$ cat src/rtl/smc_pkg.sv
package smc_pkg;
  localparam int unsigned LANES = 4;
  localparam int unsigned BW    = 8;
  localparam int unsigned POS_W = $clog2(LANES);
  localparam int unsigned WORD_W = LANES * BW;

  typedef enum logic [1:0] {CF_ONE = 2'd0, CF_TWO = 2'd1, CF_THREE = 2'd2} coef_e;

  function automatic logic [BW-1:0] gf_dbl(input logic [BW-1:0] a, input logic [BW-1:0] poly);
    return {a[BW-2:0], 1'b0} ^ (a[BW-1] ? poly : '0);
  endfunction

  function automatic logic [BW-1:0] gf_scale(input logic [BW-1:0] a, input coef_e c,
                                             input logic [BW-1:0] poly);
    logic [BW-1:0] d;
    d = gf_dbl(a, poly);
    case (c)
      CF_TWO:   return d;
      CF_THREE: return d ^ a;
      default:  return a;
    endcase
  endfunction

  // circulant row pattern {02,03,01,01}, indexed by (col - row) mod LANES
  function automatic coef_e coef_at(input logic [POS_W-1:0] col, input logic [POS_W-1:0] row);
    logic [POS_W-1:0] idx;
    idx = col - row;
    case (idx)
      2'd0:    return CF_TWO;
      2'd1:    return CF_THREE;
      default: return CF_ONE;
    endcase
  endfunction
endpackage

$ cat src/rtl/smc_rst_sync.sv
module smc_rst_sync #(
  parameter int unsigned STAGES = 2
) (
  input  logic clk,
  input  logic rst_n,
  output logic rst_sync_n
);
  logic [STAGES-1:0] chain_q;

  always_ff @(posedge clk or negedge rst_n) begin
    if (!rst_n) chain_q <= '0;
    else        chain_q <= {chain_q[STAGES-2:0], 1'b1};
  end

  assign rst_sync_n = chain_q[STAGES-1];
endmodule

$ cat src/rtl/smc_pos_ctr.sv
module smc_pos_ctr
  import smc_pkg::*;
(
  input  logic             clk,
  input  logic             rst_n,
  input  logic             adv,
  output logic [POS_W-1:0] pos,
  output logic             at_first,
  output logic             at_last
);
  logic [POS_W-1:0] pos_q, pos_d;

  always_comb begin
    pos_d = pos_q;
    if (adv) pos_d = pos_q + 1'b1;
  end

  always_ff @(posedge clk or negedge rst_n) begin
    if (!rst_n) pos_q <= '0;
    else        pos_q <= pos_d;
  end

  assign pos      = pos_q;
  assign at_first = (pos_q == '0);
  assign at_last  = (pos_q == POS_W'(LANES - 1));
endmodule

$ cat src/rtl/smc_col_term.sv
module smc_col_term
  import smc_pkg::*;
#(
  parameter logic [7:0] POLY = 8'h1B
) (
  input  logic [BW-1:0]     byte_in,
  input  logic [POS_W-1:0]  pos,
  output logic [WORD_W-1:0] term
);
  for (genvar r = 0; r < LANES; r++) begin : g_row
    localparam logic [POS_W-1:0] ROW = POS_W'(r);
    assign term[(LANES-1-r)*BW +: BW] = gf_scale(byte_in, coef_at(pos, ROW), POLY);
  end
endmodule

$ cat src/rtl/smc_last_out.sv
module smc_last_out
  import smc_pkg::*;
(
  input  logic              clk,
  input  logic              rst_n,
  input  logic              take,
  input  logic [BW-1:0]     byte_in,
  input  logic [WORD_W-1:0] key_word,
  input  logic [POS_W-1:0]  pos,
  output logic              ct_vld,
  output logic [BW-1:0]     ct_byte
);
  logic [BW-1:0] key_b, byte_q, byte_d;
  logic          vld_q, vld_d;

  always_comb begin
    key_b = '0;
    for (int i = 0; i < LANES; i++) begin
      if (pos == POS_W'(i)) key_b = key_word[(LANES-1-i)*BW +: BW];
    end
  end

  always_comb begin
    vld_d  = take;
    byte_d = byte_q;
    if (take) byte_d = byte_in ^ key_b;
  end

  always_ff @(posedge clk or negedge rst_n) begin
    if (!rst_n) begin
      vld_q  <= 1'b0;
      byte_q <= '0;
    end else begin
      vld_q  <= vld_d;
      byte_q <= byte_d;
    end
  end

  assign ct_vld  = vld_q;
  assign ct_byte = byte_q;
endmodule

$ cat src/rtl/serial_mixcol_wb.sv
module serial_mixcol_wb
  import smc_pkg::*;
#(
  parameter logic [7:0] POLY = 8'h1B
) (
  input  logic        clk,
  input  logic        rst_n,
  input  logic        in_vld,
  input  logic [7:0]  in_byte,
  input  logic        last_rnd,
  input  logic [31:0] rkey_word,
  output logic        wr_stb,
  output logic [31:0] wr_word,
  output logic        ct_vld,
  output logic [7:0]  ct_byte
);
  logic              rst_i_n;
  logic [POS_W-1:0]  pos;
  logic              at_first, at_last;
  logic              mix_take, fin_take;
  logic [WORD_W-1:0] term, acc_q, acc_d, word_q, word_d, col_sum;
  logic              stb_q, stb_d;

  smc_rst_sync #(.STAGES(2)) u_rst (
    .clk(clk), .rst_n(rst_n), .rst_sync_n(rst_i_n)
  );

  smc_pos_ctr u_pos (
    .clk(clk), .rst_n(rst_i_n), .adv(in_vld),
    .pos(pos), .at_first(at_first), .at_last(at_last)
  );

  smc_col_term #(.POLY(POLY)) u_term (
    .byte_in(in_byte), .pos(pos), .term(term)
  );

  smc_last_out u_fin (
    .clk(clk), .rst_n(rst_i_n), .take(fin_take), .byte_in(in_byte),
    .key_word(rkey_word), .pos(pos), .ct_vld(ct_vld), .ct_byte(ct_byte)
  );

  assign mix_take = in_vld & ~last_rnd;
  assign fin_take = in_vld & last_rnd;
  assign col_sum  = (at_first ? '0 : acc_q) ^ term;

  always_comb begin
    acc_d  = acc_q;
    word_d = word_q;
    stb_d  = mix_take & at_last;
    if (mix_take)         acc_d  = col_sum;
    if (mix_take && at_last) word_d = col_sum ^ rkey_word;
  end

  always_ff @(posedge clk or negedge rst_i_n) begin
    if (!rst_i_n) begin
      acc_q  <= '0;
      word_q <= '0;
      stb_q  <= 1'b0;
    end else begin
      acc_q  <= acc_d;
      word_q <= word_d;
      stb_q  <= stb_d;
    end
  end

  assign wr_stb  = stb_q;
  assign wr_word = word_q;
endmodule

$ cat config.mk
export PLATFORM = sky130hd
export DESIGN_NAME = serial_mixcol_wb
export DESIGN_NICKNAME = d
export VERILOG_FILES = /design/src/rtl/smc_pkg.sv /design/src/rtl/smc_rst_sync.sv /design/src/rtl/smc_pos_ctr.sv /design/src/rtl/smc_col_term.sv /design/src/rtl/smc_last_out.sv /design/src/rtl/serial_mixcol_wb.sv
export SDC_FILE = /design/constraint.sdc
export NUM_CORES = 1
export LEC_CHECK = 0
export CAP_MARGIN = 20
export CORE_MARGIN = 5
export CORE_UTILIZATION = 45
export DETAILED_ROUTE_END_ITERATION = 8
export DONT_BUFFER_PORTS = 1
export SLEW_MARGIN = 20
export SYNTH_ARGS = -nofsm -noshare
export SYNTH_HDL_FRONTEND = slang
export SYNTH_SLANG_ARGS = --single-unit
$ cat constraint.sdc
create_clock -name clk -period 5.5 [get_ports clk]
set_input_delay 0.55 -clock clk [delete_from_list [all_inputs] [get_ports clk]]
set_output_delay 0.55 -clock clk [all_outputs]
set_load 0.03 [all_outputs]
==> flow_metrics.tcl, run 1 <==
set metrics [dict create \
    outcome "completed" \
    hpwl_microns 11100 \
    vias 4658 \
    finalCriticalPeriod_ns 2.64 \
    yosys.area.top_type "dfrtp_1" \
    netlist_area_sq_mm 0.00557 \
    synth_ff_type "dfrtp_1" \
    final_area_sq_mm 0.00594 \
    rows 40 \
    max_stage_delay_ns 0.67 \
    synth-compound-area-share 0.251 \
    yosys.area_share.simple 0.173 \
    placed_area_sq_mm 0.00557 \
    dpl.cell_count 788 \
    die_y_microns 121 \
    antenna_left 0 \
    fmax_mhz 379 \
    post_drt_wl_per_cell_microns 19.2 \
    grt_pass1_wl_microns 24600 \
    yosys-top-cells-area "dfrtp_1 35%, xnor2_1 9.6%, o21ai_0 7.5%" \
    cp_slowest_cell "inv_1" \
    cp_top_family "buffers and inverters" \
    critical_path.max_fanout 25 \
    cp_num_buf_inv 2 \
    cts_setup_buffers 0 \
    drt_iter0_drc 362 \
    powerDensity_mw_per_mm2 682 \
    synth_top_family_by_area "compound AO/OA/AOI/OAI gates" \
    die_w_microns 121 \
    drc_errors 0 \
    io_pins 86 \
    cts_resized 0 \
    cts-buffers-inserted 9 \
    netlist_top_cells_count "103 x nand2_1, 83 x o21ai_0, 78 x dfrtp_1, 61 x xnor2_1, 60 x a21oi_1" \
    syn_inst 666 \
    crit_type "reg2reg" \
    critPathCaptureType "flop" \
    synthArstFlopShare 1.00 \
    fin_crit_sh 0.479 \
    diodes 0 \
    synth.yosys.seq_area_share 0.350 \
    r2r_slack_ns 2.86 \
    syn_to_final_growth_pct 6.53 \
    drt_wl_total_microns 15500 \
    hold_buffers 1 \
    post_drt_via_cell_ratio 5.78 \
    cts_buffer_depth 2 \
    hold_class "in2reg" \
    final_nets 685 \
    path_common_cell "inv_1" \
    syn_avg_cell_area_sq_um 8.37 \
    antenna_found_initial 0 \
    io_buffer_count 0 \
    ys_warn_count 0 \
    ys_types 59 \
    worstMarginPinSlew_ns 1.01 \
    clk_latency_ns 0.35 \
    drv_cap 0 \
    grt_pass1_vias 4484 \
    first_pass_iters 5 \
    cts_root_buffer "clkbuf_16" \
    power_leakage_nw 2.40 \
    start_util 0.462 \
    max-vdd-ir-drop_uv 221 \
    cp.arrival_ns 2.85 \
    synthXorXnorAreaFrac 0.123 \
    yosys.area_share.adder 0.0180 \
    gp_congestion 0.856 \
    finClkSkew_ns 0.00665 \
    hold_viol 0 \
    clk_pin_slew_ns 0.06 \
    htree_levels 3 \
    synth_fp_nets 718 \
    finalNonFillerCells 806 \
    drv_slew 0 \
    crit_chain "inv_1 -> ha_2 -> inv_1 -> a2111oi_0 -> a311oi_1 -> xor2_1 -> o21ai_0" \
    synth_edf_count 0 \
    clock-sinks 78 \
    grt_max_degree 77 \
    synth.most_common_cell "nand2_1" \
    drive_gt1_frac 0.0752 \
    track_usage 0.215 \
    rsz0062_at_grt "false" \
    synth_seq_cells 78 \
    synthDominantCellAreaShare 0.350 \
    setup_viol_count_final 0 \
    final_util 0.492 \
    grt_overflow 0 \
    die_area_sq_mm 0.0147 \
    finalSetupTns_ns 0 \
    slew_headroom 0.329 \
    coreArea_sq_mm 0.0121 \
    crit_required_ns 5.71 \
    cts_tree "done" \
    synthMuxAreaShare 0.0215 \
    fillers 1154 \
    startpoint_type "flop" \
]
registers in the layout (all words and copies together) (netlist names):
name and cells:
u_rst.chain_q 2, wr_stb 1, u_fin.ct_byte 8, u_pos.pos 2, wr_word 32, u_fin.ct_vld 1, acc_q 32
cell type report:
type,instances,area [sq um],share of cell area
multi-input cells,512,3280,0.552
flip-flops and latches,78,1960,0.329
clock buffers,11,253,0.0426
well taps,168,210,0.0354
inverters,25,93.8,0.0158
clock inverters,5,81.3,0.0137
repair buffers,7,67.6,0.0114
worst register-to-register path, cell delays in order, from the launching register on:
cell and delay (ns):
dfrtp_1 0.46, inv_1 0.15, ha_2 0.21, inv_1 0.67
a2111oi_0 0.26, a311oi_1 0.40, xor2_1 0.25, o21ai_0 0.10
cell usage in the layout (no fill, tap or decap), types with 4 or more instances in the layout:
cell,n
o211ai_1,4
o31ai_2,4
nand2b_1,7
mux2i_1,12
o21ai_1,7
nor2b_1,19
nand2_1,102
clkbuf_16,9
ha_1,7
or3_1,4
o21ai_0,83
xnor2_1,61
buf_4,5
a21oi_1,60
nand3_1,5
nor2_1,27
a22o_1,10
o22ai_1,4
xor2_1,8
o22a_1,7
nor3_1,8
dfrtp_1,77
a22oi_1,6
o31ai_1,5
inv_1,23
report_power, final:
part           internal [mW]  switching [mW]
sequential             0.832           0.466
clock                  0.422           0.247
combinational          0.866            1.22
cells by family (layout without fill, tap and decap cells):
family / Yosys count / in the layout
xor+xnor: 72 / 72
flops: 78 / 78
mux: 12 / 12
fa+ha+maj: 8 / 8
simple gates: 200 / 200
other cells: 1 / 1
buf+inv: 76 / 48
compound gates: 219 / 219
layer usage:
layer  track usage  routed length, microns
met1         0.270                    6570
met2         0.333                    7090
met3        0.0732                    1360
met4        0.0973                     482
met5             0                       0
worst paths after layout:
path,start,endpoint,cells past startpoint
worst max-delay path,u_pos.pos[0],wr_word[29],7
worst min-delay path,in_vld,u_pos.pos[0],1
worst max register to register,u_pos.pos[0],wr_word[29],7
worst min register to register,u_rst.chain_q[1],acc_q[20],0
max in group asynchronous,u_rst.chain_q[1],u_fin.ct_byte[3],1
min in group asynchronous,u_rst.chain_q[1],acc_q[20],0
per-stage QoR:
| step | power, mW | setup WS (ns) | hold slack, ns |
|---|---|---|---|
| after floorplan | 3.00 | 3.17 | 0.254 |
| after global placement | 3.32 | 2.96 | 0.254 |
| after detailed placement | 3.39 | 2.83 | 0.254 |
| after CTS | 4.08 | 2.81 | 0.277 |
| after global routing | 4.37 | 2.61 | 0.283 |
| final | 4.05 | 2.86 | 0.288 |
Power figures use the tool's default switching activity.
==> run 2: changes to the inputs <==
clock period = 2.45 ns   (was 5.5 ns; I/O delays follow)
==> flow_metrics.tcl, run 2 (synthesis results as in run 1) <==
set metrics [dict create \
    grt_max_degree 47 \
    r2r_slack_ns 0.23 \
    drc_errors 0 \
    final_nets 702 \
    fillers 1143 \
    hpwl_microns 11900 \
    critPathLaunch "u_pos.pos[1]" \
    path_common_cell "inv_1" \
    critical_path.max_fanout 9 \
    powerDensity_mw_per_mm2 1520 \
    clk_pin_slew_ns 0.06 \
    finalSetupTns_ns 0 \
    crit_chain "inv_1 -> ha_2 -> inv_1 -> a2111oi_0 -> a311oi_1 -> xor2_1 -> o21ai_0" \
    clk_latency_ns 0.35 \
    track_usage 0.220 \
    max-vdd-ir-drop_uv 430 \
    cp.arrival_ns 2.49 \
    startpoint_type "flop" \
    final_area_sq_mm 0.00605 \
    hold_class "in2reg" \
    die_w_microns 121 \
    max_stage_delay_ns 0.48 \
    layout_setup_ws_ns 0.226 \
    pre_cts_slack_ns 0.169 \
    post_drt_wl_per_cell_microns 19.2 \
    hold_viol 0 \
    coreArea_sq_mm 0.0121 \
    cp_slowest_cell "a2111oi_0" \
    crit_required_ns 2.71 \
    io_pins 86 \
    r2r-end "wr_word[29]" \
    rsz0062_at_grt "false" \
    final_common_cell "nand2_1" \
    antenna_found_initial 0 \
    power_leakage_nw 2.47 \
    diodes 0 \
    cp_num_buf_inv 2 \
    finalNonFillerCells 823 \
    outcome "completed" \
    grt_pass1_vias 4518 \
    start_util 0.462 \
    grt_pass1_wl_microns 25200 \
    drt_wl_total_microns 15800 \
    final_cell_mix "102 x nand2_1, 83 x o21ai_0, 77 x dfrtp_1" \
    fmax_mhz 450 \
    die_y_microns 121 \
    drv_cap 0 \
    die_area_sq_mm 0.0147 \
    cts_buffer_depth 2 \
    reg2reg_depth 7 \
    first_pass_iters 5 \
    crit_cells 7 \
    cts_tree "done" \
    worstReg2RegStart "u_pos.pos[1]" \
    drive_gt1_frac 0.0992 \
    grt_overflow 0 \
    dpl.cell_count 805 \
    endpoint "wr_word[29]" \
    drt_iter0_drc 392 \
    syn_to_final_growth_pct 8.51 \
    fin_hold_ws_ns 0.0514 \
    cp_top_family "compound AO/OA/AOI/OAI gates" \
    setup_viol_count_final 0 \
    fin_crit_sh 0.908 \
    critPathCaptureType "flop" \
    clock-sinks 78 \
    placed_area_sq_mm 0.00574 \
    rows 40 \
    cts-buffers-inserted 9 \
    io_buffer_count 0 \
    final_util 0.501 \
    htree_levels 3 \
    crit_type "reg2reg" \
    gp_congestion 0.904 \
    power.total_mw 9.18 \
    post_drt_via_cell_ratio 5.78 \
    vias 4753 \
    finalCriticalPeriod_ns 2.22 \
    drv_slew 0 \
    finClkSkew_ns 0.00600 \
    antenna_left 0 \
    cts_root_buffer "clkbuf_16" \
    worstMarginPinSlew_ns 0.576 \
    slew_headroom 0.616 \
]
-- run 2: timing repair --
item / CTS / global route
gates resized for setup: 0 / 1
hold endpoints to repair: 4 / 0
setup endpoints to repair: 0 / 3
hold buffers: 2 / 0
setup buffers: 0 / 0
-- run 2: power by group --
part	total [mW]	switching, mW	internal (mW)
combinational	4.98	2.81	2.17
clock	1.29	0.547	0.739
sequential	2.92	1.05	1.87
total	9.18	4.41	4.77
-- run 2: final cells by class --
cell class	instances	area (sq um)	share of cell area
clock buffer	11	253	0.0418
clock inverter	5	33.8	0.00559
inverter	25	93.8	0.0155
multi-input combinational	512	3280	0.542
sequential	78	1960	0.323
tap	168	210	0.0348
timing repair buffer	24	223	0.0368
-- run 2: worst min-delay path by stage --
stage / cells after the start / end / from
detailed placement: 0 / u_rst.chain_q[0] / rst_n
global route: 2 / u_pos.pos[1] / in_vld
global placement: 0 / u_rst.chain_q[0] / rst_n
CTS: 2 / u_pos.pos[1] / in_vld
floorplan: 0 / u_rst.chain_q[0] / rst_n
finish: 2 / u_pos.pos[1] / in_vld
-- run 2: worst register-to-register path, delay by kind of cell, from the launching register on --
kind	cells	cell delay, ns
AO/OA/AOI/OAI	3	0.79
flip-flops	1	0.43
buffers and inverters	2	0.38
adder cells (fa/ha/maj)	1	0.34
XOR/XNOR	1	0.20
-- run 2: per-layer routing --
layer | up-vias | global-route usage | wire, microns
li1 | 2280 | - | -
met1 | 2266 | 0.287 | 6810
met2 | 179 | 0.345 | 7240
met3 | 28 | 0.0667 | 1370
met4 | 0 | 0.0798 | 376
met5 | - | 0 | 0
